$ cat src/rtl/tbl_pkg.sv
// Package: shared types of the table access unit.
// Assumes: the mode encoding is fixed by the host interface.
package tbl_pkg;
    typedef enum logic [1:0] {
        MODE_KEEP     = 2'b00,
        MODE_POST_INC = 2'b01,
        MODE_POST_DEC = 2'b10,
        MODE_PRE_INC  = 2'b11
    } tbl_mode_e;
endpackage

$ cat src/rtl/tbl_ptr_unit.sv
// Module: byte-address pointer register with command-driven update.
// Computes the effective access address for the current command and the
//   next pointer value. A direct load overrides any mode update.
// Assumes: step is high only in a cycle in which a command is accepted.
module tbl_ptr_unit
    import tbl_pkg::*;
#(
    parameter int PTR_W = 21
) (
    input  logic             clk,
    input  logic             rst_n,
    input  logic             ld,
    input  logic [PTR_W-1:0] ld_val,
    input  logic             step,
    input  tbl_mode_e        mode,
    output logic [PTR_W-1:0] ptr_q,
    output logic [PTR_W-1:0] acc_addr
);
    localparam logic [PTR_W-1:0] ONE = PTR_W'(1);

    logic [PTR_W-1:0] ptr_inc;
    logic [PTR_W-1:0] ptr_dec;
    logic [PTR_W-1:0] ptr_nxt;

    // Purpose: neighbour values, wrapping modulo 2^PTR_W.
    always_comb begin
        ptr_inc = ptr_q + ONE;
        ptr_dec = ptr_q - ONE;
    end

    // Purpose: the address used by the access (pre-increment uses ptr+1).
    always_comb begin
        acc_addr = (mode == MODE_PRE_INC) ? ptr_inc : ptr_q;
    end

    // Purpose: select the next pointer value.
    always_comb begin
        ptr_nxt = ptr_q;
        if (ld) begin
            ptr_nxt = ld_val;
        end else if (step) begin
            unique case (mode)
                MODE_KEEP:     ptr_nxt = ptr_q;
                MODE_POST_INC: ptr_nxt = ptr_inc;
                MODE_POST_DEC: ptr_nxt = ptr_dec;
                MODE_PRE_INC:  ptr_nxt = ptr_inc;
                default:       ptr_nxt = ptr_q;
            endcase
        end
    end

    // Purpose: the pointer register.
    always_ff @(posedge clk) begin
        if (!rst_n) ptr_q <= '0;
        else        ptr_q <= ptr_nxt;
    end

    AST_PTR_POST_INC: assert property (@(posedge clk) disable iff (!rst_n)
        (step && !ld && mode == MODE_POST_INC) |=> ptr_q == $past(ptr_q) + ONE);
    AST_PTR_POST_DEC: assert property (@(posedge clk) disable iff (!rst_n)
        (step && !ld && mode == MODE_POST_DEC) |=> ptr_q == $past(ptr_q) - ONE);
    AST_PTR_LOAD_WINS: assert property (@(posedge clk) disable iff (!rst_n)
        ld |=> ptr_q == $past(ld_val));
    AST_PTR_HOLD: assert property (@(posedge clk) disable iff (!rst_n)
        (!ld && !step) |=> $stable(ptr_q));
endmodule

$ cat src/rtl/tbl_prog_mem.sv
// Module: synchronous word-organised program memory with byte-lane writes.
// Read data is registered, and the read returns the old content
//   (read-before-write).
// Assumes: contents are not reset; the host writes a location before
//   reading it.
module tbl_prog_mem #(
    parameter int AW = 8,
    parameter int DW = 16
) (
    input  logic            clk,
    input  logic            rst_n,
    input  logic            we,
    input  logic [DW/8-1:0] be,
    input  logic [AW-1:0]   addr,
    input  logic [DW-1:0]   wdata,
    output logic [DW-1:0]   rdata
);
    localparam int DEPTH = 1 << AW;
    localparam int NB    = DW / 8;

    logic [DW-1:0] mem [DEPTH];

    // Purpose: one write port per byte lane.
    for (genvar b = 0; b < NB; b++) begin : g_lane
        always_ff @(posedge clk) begin
            if (we && be[b]) mem[addr][b*8 +: 8] <= wdata[b*8 +: 8];
        end
    end

    // Purpose: registered word read.
    always_ff @(posedge clk) begin
        rdata <= mem[addr];
    end

    AST_ONE_LANE: assert property (@(posedge clk) disable iff (!rst_n)
        we |-> $countones(be) == 1);
endmodule

$ cat src/rtl/tbl_access.sv
// Module: byte-wide table access unit (top).
// Provides a byte pointer and a one-byte latch onto a 16-bit word memory.
// A read completes one clock after its command and fills the latch.
// A write stores the latch into one byte lane at the command edge.
// Assumes: when read and write are requested together, the read wins.
module tbl_access
    import tbl_pkg::*;
#(
    parameter int PTR_W  = 21,
    parameter int MEM_AW = 8
) (
    input  logic             clk,
    input  logic             rst_n,
    input  logic             ptr_ld_i,
    input  logic [PTR_W-1:0] ptr_din_i,
    input  logic             lat_ld_i,
    input  logic [7:0]       lat_din_i,
    input  logic             rd_req_i,
    input  logic             wr_req_i,
    input  logic [1:0]       mode_i,
    output logic [PTR_W-1:0] ptr_o,
    output logic [7:0]       lat_o,
    output logic             done_o
);
    localparam int WORD_W = 16;
    localparam int LANES  = WORD_W / 8;

    tbl_mode_e          mode;
    logic               go;
    logic               wr_go;
    logic [PTR_W-1:0]   acc_addr;
    logic [MEM_AW-1:0]  word_addr;
    logic               lane;
    logic [LANES-1:0]   be;
    logic [WORD_W-1:0]  rdata;
    logic               rd_pend_q;
    logic               any_pend_q;
    logic               lane_q;
    logic [7:0]         lat_q;
    logic               done_q;
    logic               unused_hi;

    // Purpose: decode the command and split the effective address.
    always_comb begin
        mode      = tbl_mode_e'(mode_i);
        go        = rd_req_i | wr_req_i;
        wr_go     = wr_req_i & ~rd_req_i;
        word_addr = acc_addr[MEM_AW:1];
        lane      = acc_addr[0];
        be        = lane ? 2'b10 : 2'b01;
        unused_hi = ^acc_addr[PTR_W-1:MEM_AW+1];
    end

    tbl_ptr_unit #(.PTR_W(PTR_W)) u_ptr (
        .clk      (clk),
        .rst_n    (rst_n),
        .ld       (ptr_ld_i),
        .ld_val   (ptr_din_i),
        .step     (go),
        .mode     (mode),
        .ptr_q    (ptr_o),
        .acc_addr (acc_addr)
    );

    tbl_prog_mem #(.AW(MEM_AW), .DW(WORD_W)) u_mem (
        .clk   (clk),
        .rst_n (rst_n),
        .we    (wr_go),
        .be    (be),
        .addr  (word_addr),
        .wdata ({lat_q, lat_q}),
        .rdata (rdata)
    );

    // Purpose: track commands in flight for the one-clock completion stage.
    always_ff @(posedge clk) begin
        if (!rst_n) begin
            rd_pend_q  <= 1'b0;
            any_pend_q <= 1'b0;
            lane_q     <= 1'b0;
            done_q     <= 1'b0;
        end else begin
            rd_pend_q  <= rd_req_i;
            any_pend_q <= go;
            lane_q     <= lane;
            done_q     <= any_pend_q;
        end
    end

    // Purpose: the latch; a read completion has priority over a host load.
    always_ff @(posedge clk) begin
        if (!rst_n)         lat_q <= 8'h00;
        else if (rd_pend_q) lat_q <= lane_q ? rdata[15:8] : rdata[7:0];
        else if (lat_ld_i)  lat_q <= lat_din_i;
    end

    assign lat_o  = lat_q;
    assign done_o = done_q;

    AST_DONE_LATENCY: assert property (@(posedge clk) disable iff (!rst_n)
        (rd_req_i || wr_req_i) |=> ##1 done_o);
    AST_LAT_HOLD: assert property (@(posedge clk) disable iff (!rst_n)
        (!lat_ld_i && !rd_pend_q) |=> $stable(lat_o));
    AST_RD_BLOCKS_WR: assert property (@(posedge clk) disable iff (!rst_n)
        (rd_req_i && wr_req_i) |=> !$past(u_mem.we));
    AST_IDLE_NO_DONE: assert property (@(posedge clk) disable iff (!rst_n)
        (!go && !any_pend_q) |=> !done_o);
endmodule

$ cat config.mk
export PLATFORM = sky130hd
export DESIGN_NAME = tbl_access
export DESIGN_NICKNAME = d
export VERILOG_FILES = /design/src/rtl/tbl_pkg.sv /design/src/rtl/tbl_ptr_unit.sv /design/src/rtl/tbl_prog_mem.sv /design/src/rtl/tbl_access.sv
export SDC_FILE = /design/constraint.sdc
export NUM_CORES = 2
export LEC_CHECK = 0
export ABC_CLOCK_PERIOD_IN_PS = 7930
export BUFFER_PORTS_ARGS = -buffer_cell sky130_fd_sc_hd__buf_2
export CAP_MARGIN = 15
export CORE_AREA = 2 2 518 905
export DETAILED_ROUTE_END_ITERATION = 10
export DIE_AREA = 0 0 520 907
export PLACE_DENSITY = 0.55
export SETUP_SLACK_MARGIN = 0.2
export SYNTH_ARGS = -nofsm -noshare
export SYNTH_HDL_FRONTEND = slang
export SYNTH_SLANG_ARGS = --single-unit
$ cat constraint.sdc
create_clock -name clk -period 7.93 [get_ports clk]
set_clock_uncertainty 0.05 [all_clocks]
set_input_delay 0.3965 -clock clk [delete_from_list [all_inputs] [get_ports clk]]
set_output_delay 0.3965 -clock clk [all_outputs]
set_load 0.02 [all_outputs]
==> summary.md <==
| Metric | Value |
|---|---|
| Run status | `finished with violations` |
| Violations in the final reports | `DRC` |
| Number of endpoints with negative hold slack in the final report | `0` |
| Number of nets produced by synthesis | `between 7000 and 8000` |
| Overflow left after global routing | `0` |
| Post-DR wirelength/cell | `29.9 um` |
| Post-cts sizing count | `0` |
| WL final | `432000 um` |
| Clock-pin slew on the worst setup and hold paths | `0.06 ns` |
| Combinational group share of total power | `8.5%` |
| Share of power burned in the clock network | `about two fifths` |
| Sort of element at the start of the critical path | `flip-flop` |
| Layout filler cell count | `around 41000` |
| RSZ-0062 raised after global routing | `false` |
| Worst setup startpoint | `u_ptr.ptr_q[1]` |
| DRT iter0 DRCs | `roughly 7300` |
| Largest net degree at the start of global routing | `around 200` |
| Number of CTS-inserted buffers | `approximately 380` |
| Core Box Area | `464000 um2` |
| Hold bufs inserted after CTS | `51` |
| Distinct cells, synth | `58` |
| Gate count of the mapped netlist | `just under 8000` |
| Worst Path Max Fanout | `130` |
| Number of ports placed on the die boundary | `67` |
| Clock root buffer master | `sky130_fd_sc_hd__clkbuf_16` |
| Die Height | `907 um` |
| Die boundary width | `between 500 and 600 um` |
| Detailed placer's ending HPWL | `between 200000 and 300000 um` |
| Category of the worst setup path capture point | `flip-flop` |
| # Post-CTS Setup Buffers | `0` |
| Maximum level of the CTS H-tree | `5` |
| Initial Util | `between 30% and 40%` |
| Internal power summed over all cells | `36.2 mW` |
| Final Net Count | `8014` |
| Class of the worst hold path | `input pin to flip-flop` |
| Fmax achieved | `~180 MHz` |
| Finished Layout Cells | `14500` |
| Buffers added on ports | `between 60 and 70` |
| Placed instance count | `between 10000 and 15000` |
| Avg Inst Size Synth | `about 21 um2` |
| Switching power summed over all nets | `~11 mW` |
| First-pass GRT wire length | `609000 um` |
| Antenna violations before repair | `23` |
| Longest Clk Path Bufs | `4` |
| Slew Limit Headroom | `about 16%` |
| Switching share of power | `around 23%` |
| Register area share after synthesis | `76.6%` |
| Fraction of synthesis flops using an asynchronous set or reset pin | `0%` |
| Final estimated routing congestion in global placement | `0.818` |
| Synthesis-to-finish area growth | `12.4%` |
| Synth Register Bits | `between 4000 and 5000` |
| Max-Cap Viols | `0` |
| Min Clock Period, post-route | `5.52 ns` |
| Site Rows | `roughly 330` |
| Clock tree from TritonCTS | `built` |
| Detailed-routing iteration count for the pre-antenna-repair pass | `8` |
| Worst voltage drop across the vdd grid | `178 uV` |
| Vias in the first global route | `about 80000` |
| Share of layout cells above drive strength 1 | `around a fifth` |
| Post-detailed-route via-to-cell ratio | `~5.3` |
| Post-Synthesis Cell Area | `162000 um2` |
| Number of sinks driven by the clock tree | `4145` |
| Kind of critical path | `flip-flop to flip-flop` |
| Dominant register cell in the synthesized netlist | `sky130_fd_sc_hd__edfxtp_1` |
| Max-slew violations | `0` |
| Start point of the worst hold path | `ptr_din_i[0]` |
| Post-synth EDFFs | `approximately 4100` |
| Via Count | `77000` |
| Die footprint | `~470000 um2` |
| FF-to-FF Start | `u_ptr.ptr_q[1]` |
| Power density relative to cell area | `258 nW/um2` |
| Clock insertion delay at the later pin of the skew report | `around 0.94 ns` |
| Final antenna-violating net count | `0` |
| Final worst-path cycle share | `69.6%` |
| Tightest Pin Transition | `~1.3 ns` |
| Critical path required time | `8.68 ns` |
| Leakage dissipation | `~60 nW` |
| Endpoint arrival time on the critical path | `about 6.3 ns` |
| Final setup vio count | `0` |
| Total global-route track usage | `roughly 18%` |
| Sequential group share of total power | `approximately 52%` |
| Final setup TNS | `0 ns` |
| Number of design rule violations left after detail routing | `6` |
| Number of warnings printed during yosys synthesis | `0` |
## kinds of logic (layout without fill, tap and decap cells)
group | after synthesis | after routing | share of synthesized area (%)
AO/OA/AOI/OAI | 599 | 599 | 2.51
XOR/XNOR | 27 | 27 | 0.151
adder cells (fa/ha/maj) | 2 | 2 | 0.0155
buffers and inverters | 496 | 980 | 1.72
flip-flops | 4145 | 4145 | 76.6
multiplexers | 1668 | 1668 | 16.8
other | 0 | 10 | 0
AND/OR/NAND/NOR | 859 | 859 | 2.26
## worst max-delay path, stage by stage (launching register included)
cell,delay [ns]
sky130_fd_sc_hd__dfxtp_1,0.59
sky130_fd_sc_hd__ha_1,0.35
sky130_fd_sc_hd__nand3_1,0.24
sky130_fd_sc_hd__xnor2_4,0.41
sky130_fd_sc_hd__buf_4,0.58
sky130_fd_sc_hd__buf_12,0.55
sky130_fd_sc_hd__mux4_2,0.39
sky130_fd_sc_hd__a22oi_1,0.09
sky130_fd_sc_hd__and3_1,0.27
sky130_fd_sc_hd__a31oi_1,0.73
sky130_fd_sc_hd__a311oi_2,0.46
sky130_fd_sc_hd__nor4_1,0.31
## power groups by stage
| stage | sequential (mW) | combinational (mW) | clock, mW |
|---|---|---|---|
| detailed placement | 25.1 | 4.03 | 0 |
| global placement | 25.1 | 3.96 | 0 |
| floorplan | 25.4 | 2.34 | 0 |
| finish | 24.6 | 3.99 | 18.4 |
| global route | 24.6 | 4.21 | 19.5 |
| CTS | 24.6 | 4.06 | 18.8 |
## cells in the mapped netlist, types with 2 or more instances
| cell | number | share of area, % |
|---|---|---|
| sky130_fd_sc_hd__a22oi_1 | 259 | 1.2 |
| sky130_fd_sc_hd__o22a_1 | 2 | 0.011 |
| sky130_fd_sc_hd__buf_1 | 77 | 0.18 |
| sky130_fd_sc_hd__nand3_1 | 52 | 0.16 |
| sky130_fd_sc_hd__and4_1 | 3 | 0.016 |
| sky130_fd_sc_hd__clkbuf_1 | 191 | 0.44 |
| sky130_fd_sc_hd__o21ai_0 | 72 | 0.22 |
| sky130_fd_sc_hd__or3_1 | 9 | 0.035 |
| sky130_fd_sc_hd__a221oi_1 | 15 | 0.081 |
| sky130_fd_sc_hd__a31oi_1 | 4 | 0.015 |
| sky130_fd_sc_hd__buf_2 | 98 | 0.30 |
| sky130_fd_sc_hd__or2_2 | 3 | 0.012 |
| sky130_fd_sc_hd__buf_8 | 2 | 0.019 |
| sky130_fd_sc_hd__a311oi_1 | 16 | 0.087 |
| sky130_fd_sc_hd__buf_6 | 82 | 0.57 |
| sky130_fd_sc_hd__nor2_1 | 545 | 1.3 |
| sky130_fd_sc_hd__inv_1 | 6 | 0.014 |
| sky130_fd_sc_hd__mux2_2 | 9 | 0.063 |
| sky130_fd_sc_hd__dfxtp_1 | 49 | 0.61 |
| sky130_fd_sc_hd__nand2_1 | 126 | 0.29 |
| sky130_fd_sc_hd__nor3_1 | 15 | 0.046 |
| sky130_fd_sc_hd__o211a_1 | 13 | 0.080 |
| sky130_fd_sc_hd__xnor2_1 | 18 | 0.097 |
| sky130_fd_sc_hd__and2_1 | 20 | 0.077 |
| sky130_fd_sc_hd__nor4_1 | 23 | 0.089 |
| sky130_fd_sc_hd__xor2_1 | 8 | 0.043 |
| sky130_fd_sc_hd__ha_1 | 2 | 0.015 |
| sky130_fd_sc_hd__nor4b_1 | 2 | 0.011 |
| sky130_fd_sc_hd__nand4_1 | 22 | 0.085 |
| sky130_fd_sc_hd__or4_1 | 19 | 0.088 |
| sky130_fd_sc_hd__nand2b_1 | 9 | 0.035 |
| sky130_fd_sc_hd__and3_1 | 6 | 0.023 |
| sky130_fd_sc_hd__a22o_1 | 15 | 0.081 |
| sky130_fd_sc_hd__mux4_2 | 832 | 12 |
| sky130_fd_sc_hd__o22ai_1 | 98 | 0.38 |
| sky130_fd_sc_hd__buf_4 | 39 | 0.18 |
| sky130_fd_sc_hd__mux2i_1 | 827 | 5.1 |
| sky130_fd_sc_hd__a211oi_1 | 2 | 0.0093 |
| sky130_fd_sc_hd__a21oi_1 | 92 | 0.28 |
| sky130_fd_sc_hd__edfxtp_1 | 4096 | 76 |
## state kept, by name (all words and copies together) (netlist names)
register and cells:
done_o 1, u_ptr.ptr_q 21, u_mem.rdata 16, rd_pend_q 1, lat_o 8, any_pend_q 1, u_mem.mem 4096, lane_q 1
## final cells by class
type / instances / area, um2 / area share, %
Sequential cell: 4145 / 124000 / 68.1
Multi-Input combinational cell: 3155 / 35400 / 19.5
Clock buffer: 453 / 10100 / 5.55
Tap cell: 6160 / 7710 / 4.23
Timing Repair Buffer: 284 / 2520 / 1.38
Clock inverter: 237 / 2210 / 1.21
Antenna cell: 10 / 25.0 / 0.0137
Inverter: 6 / 22.5 / 0.0124
## per-stage QoR
stage               power (mW)  worst slack, ns  area [um2]  utilization, %  hold slack, ns
floorplan                 27.7             3.31      162000               -           0.362
global placement          29.1             1.54      169000            36.4           0.389
detailed placement        29.1             2.26      169000            36.4           0.396
CTS                       47.4             2.45      182000            39.2         0.00467
global route              48.3             2.30      182000            39.2          0.0331
finish                    47.0             2.41      182000            39.2          0.0385
## cells in the final DEF, fill, tap and decap left out, drive strengths merged, types with 6 or more instances in the layout
master / netlist / layout
a21oi: 92 / 92
a221oi: 15 / 15
a22o: 15 / 15
a22oi: 259 / 259
a311oi: 16 / 16
and2: 20 / 20
and3: 6 / 6
buf: 299 / 233
bufinv: 0 / 36
clkbuf: 191 / 453
clkinv: 0 / 163
clkinvlp: 0 / 27
dfxtp: 49 / 49
diode: 0 / 10
dlygate4sd3: 0 / 51
edfxtp: 4096 / 4096
inv: 6 / 17
mux2: 9 / 9
mux2i: 827 / 827
mux4: 832 / 832
nand2: 126 / 126
nand2b: 9 / 9
nand3: 53 / 53
nand4: 22 / 22
nor2: 545 / 545
nor3: 16 / 16
nor4: 24 / 24
o211a: 13 / 13
o21ai: 73 / 73
o22ai: 98 / 98
or3: 9 / 9
or4: 19 / 19
xnor2: 19 / 19
xor2: 8 / 8
## routing by layer
| layer | GRT usage [%] | share of wire (%) | up-vias |
|---|---|---|---|
| met1 | 20.8 | 37 | 41300 |
| met5 | 0 | 0.0093 | - |
| li1 | - | - | 32600 |
| met3 | 2.39 | 4.9 | 673 |
| met2 | 33.0 | 54 | 2423 |
| met4 | 7.52 | 4.5 | 6 |
## final timing paths
check	endpoint	slack [ns]	depth (start not counted)
hold / removal	u_ptr.ptr_q[0]	0.04	3
setup reg to reg	u_mem.rdata[14]	2.41	11
hold reg to reg	done_o	0.40	1
setup / recovery	u_mem.rdata[14]	2.41	11
Note: power is estimated with default switching activity, not from simulation.
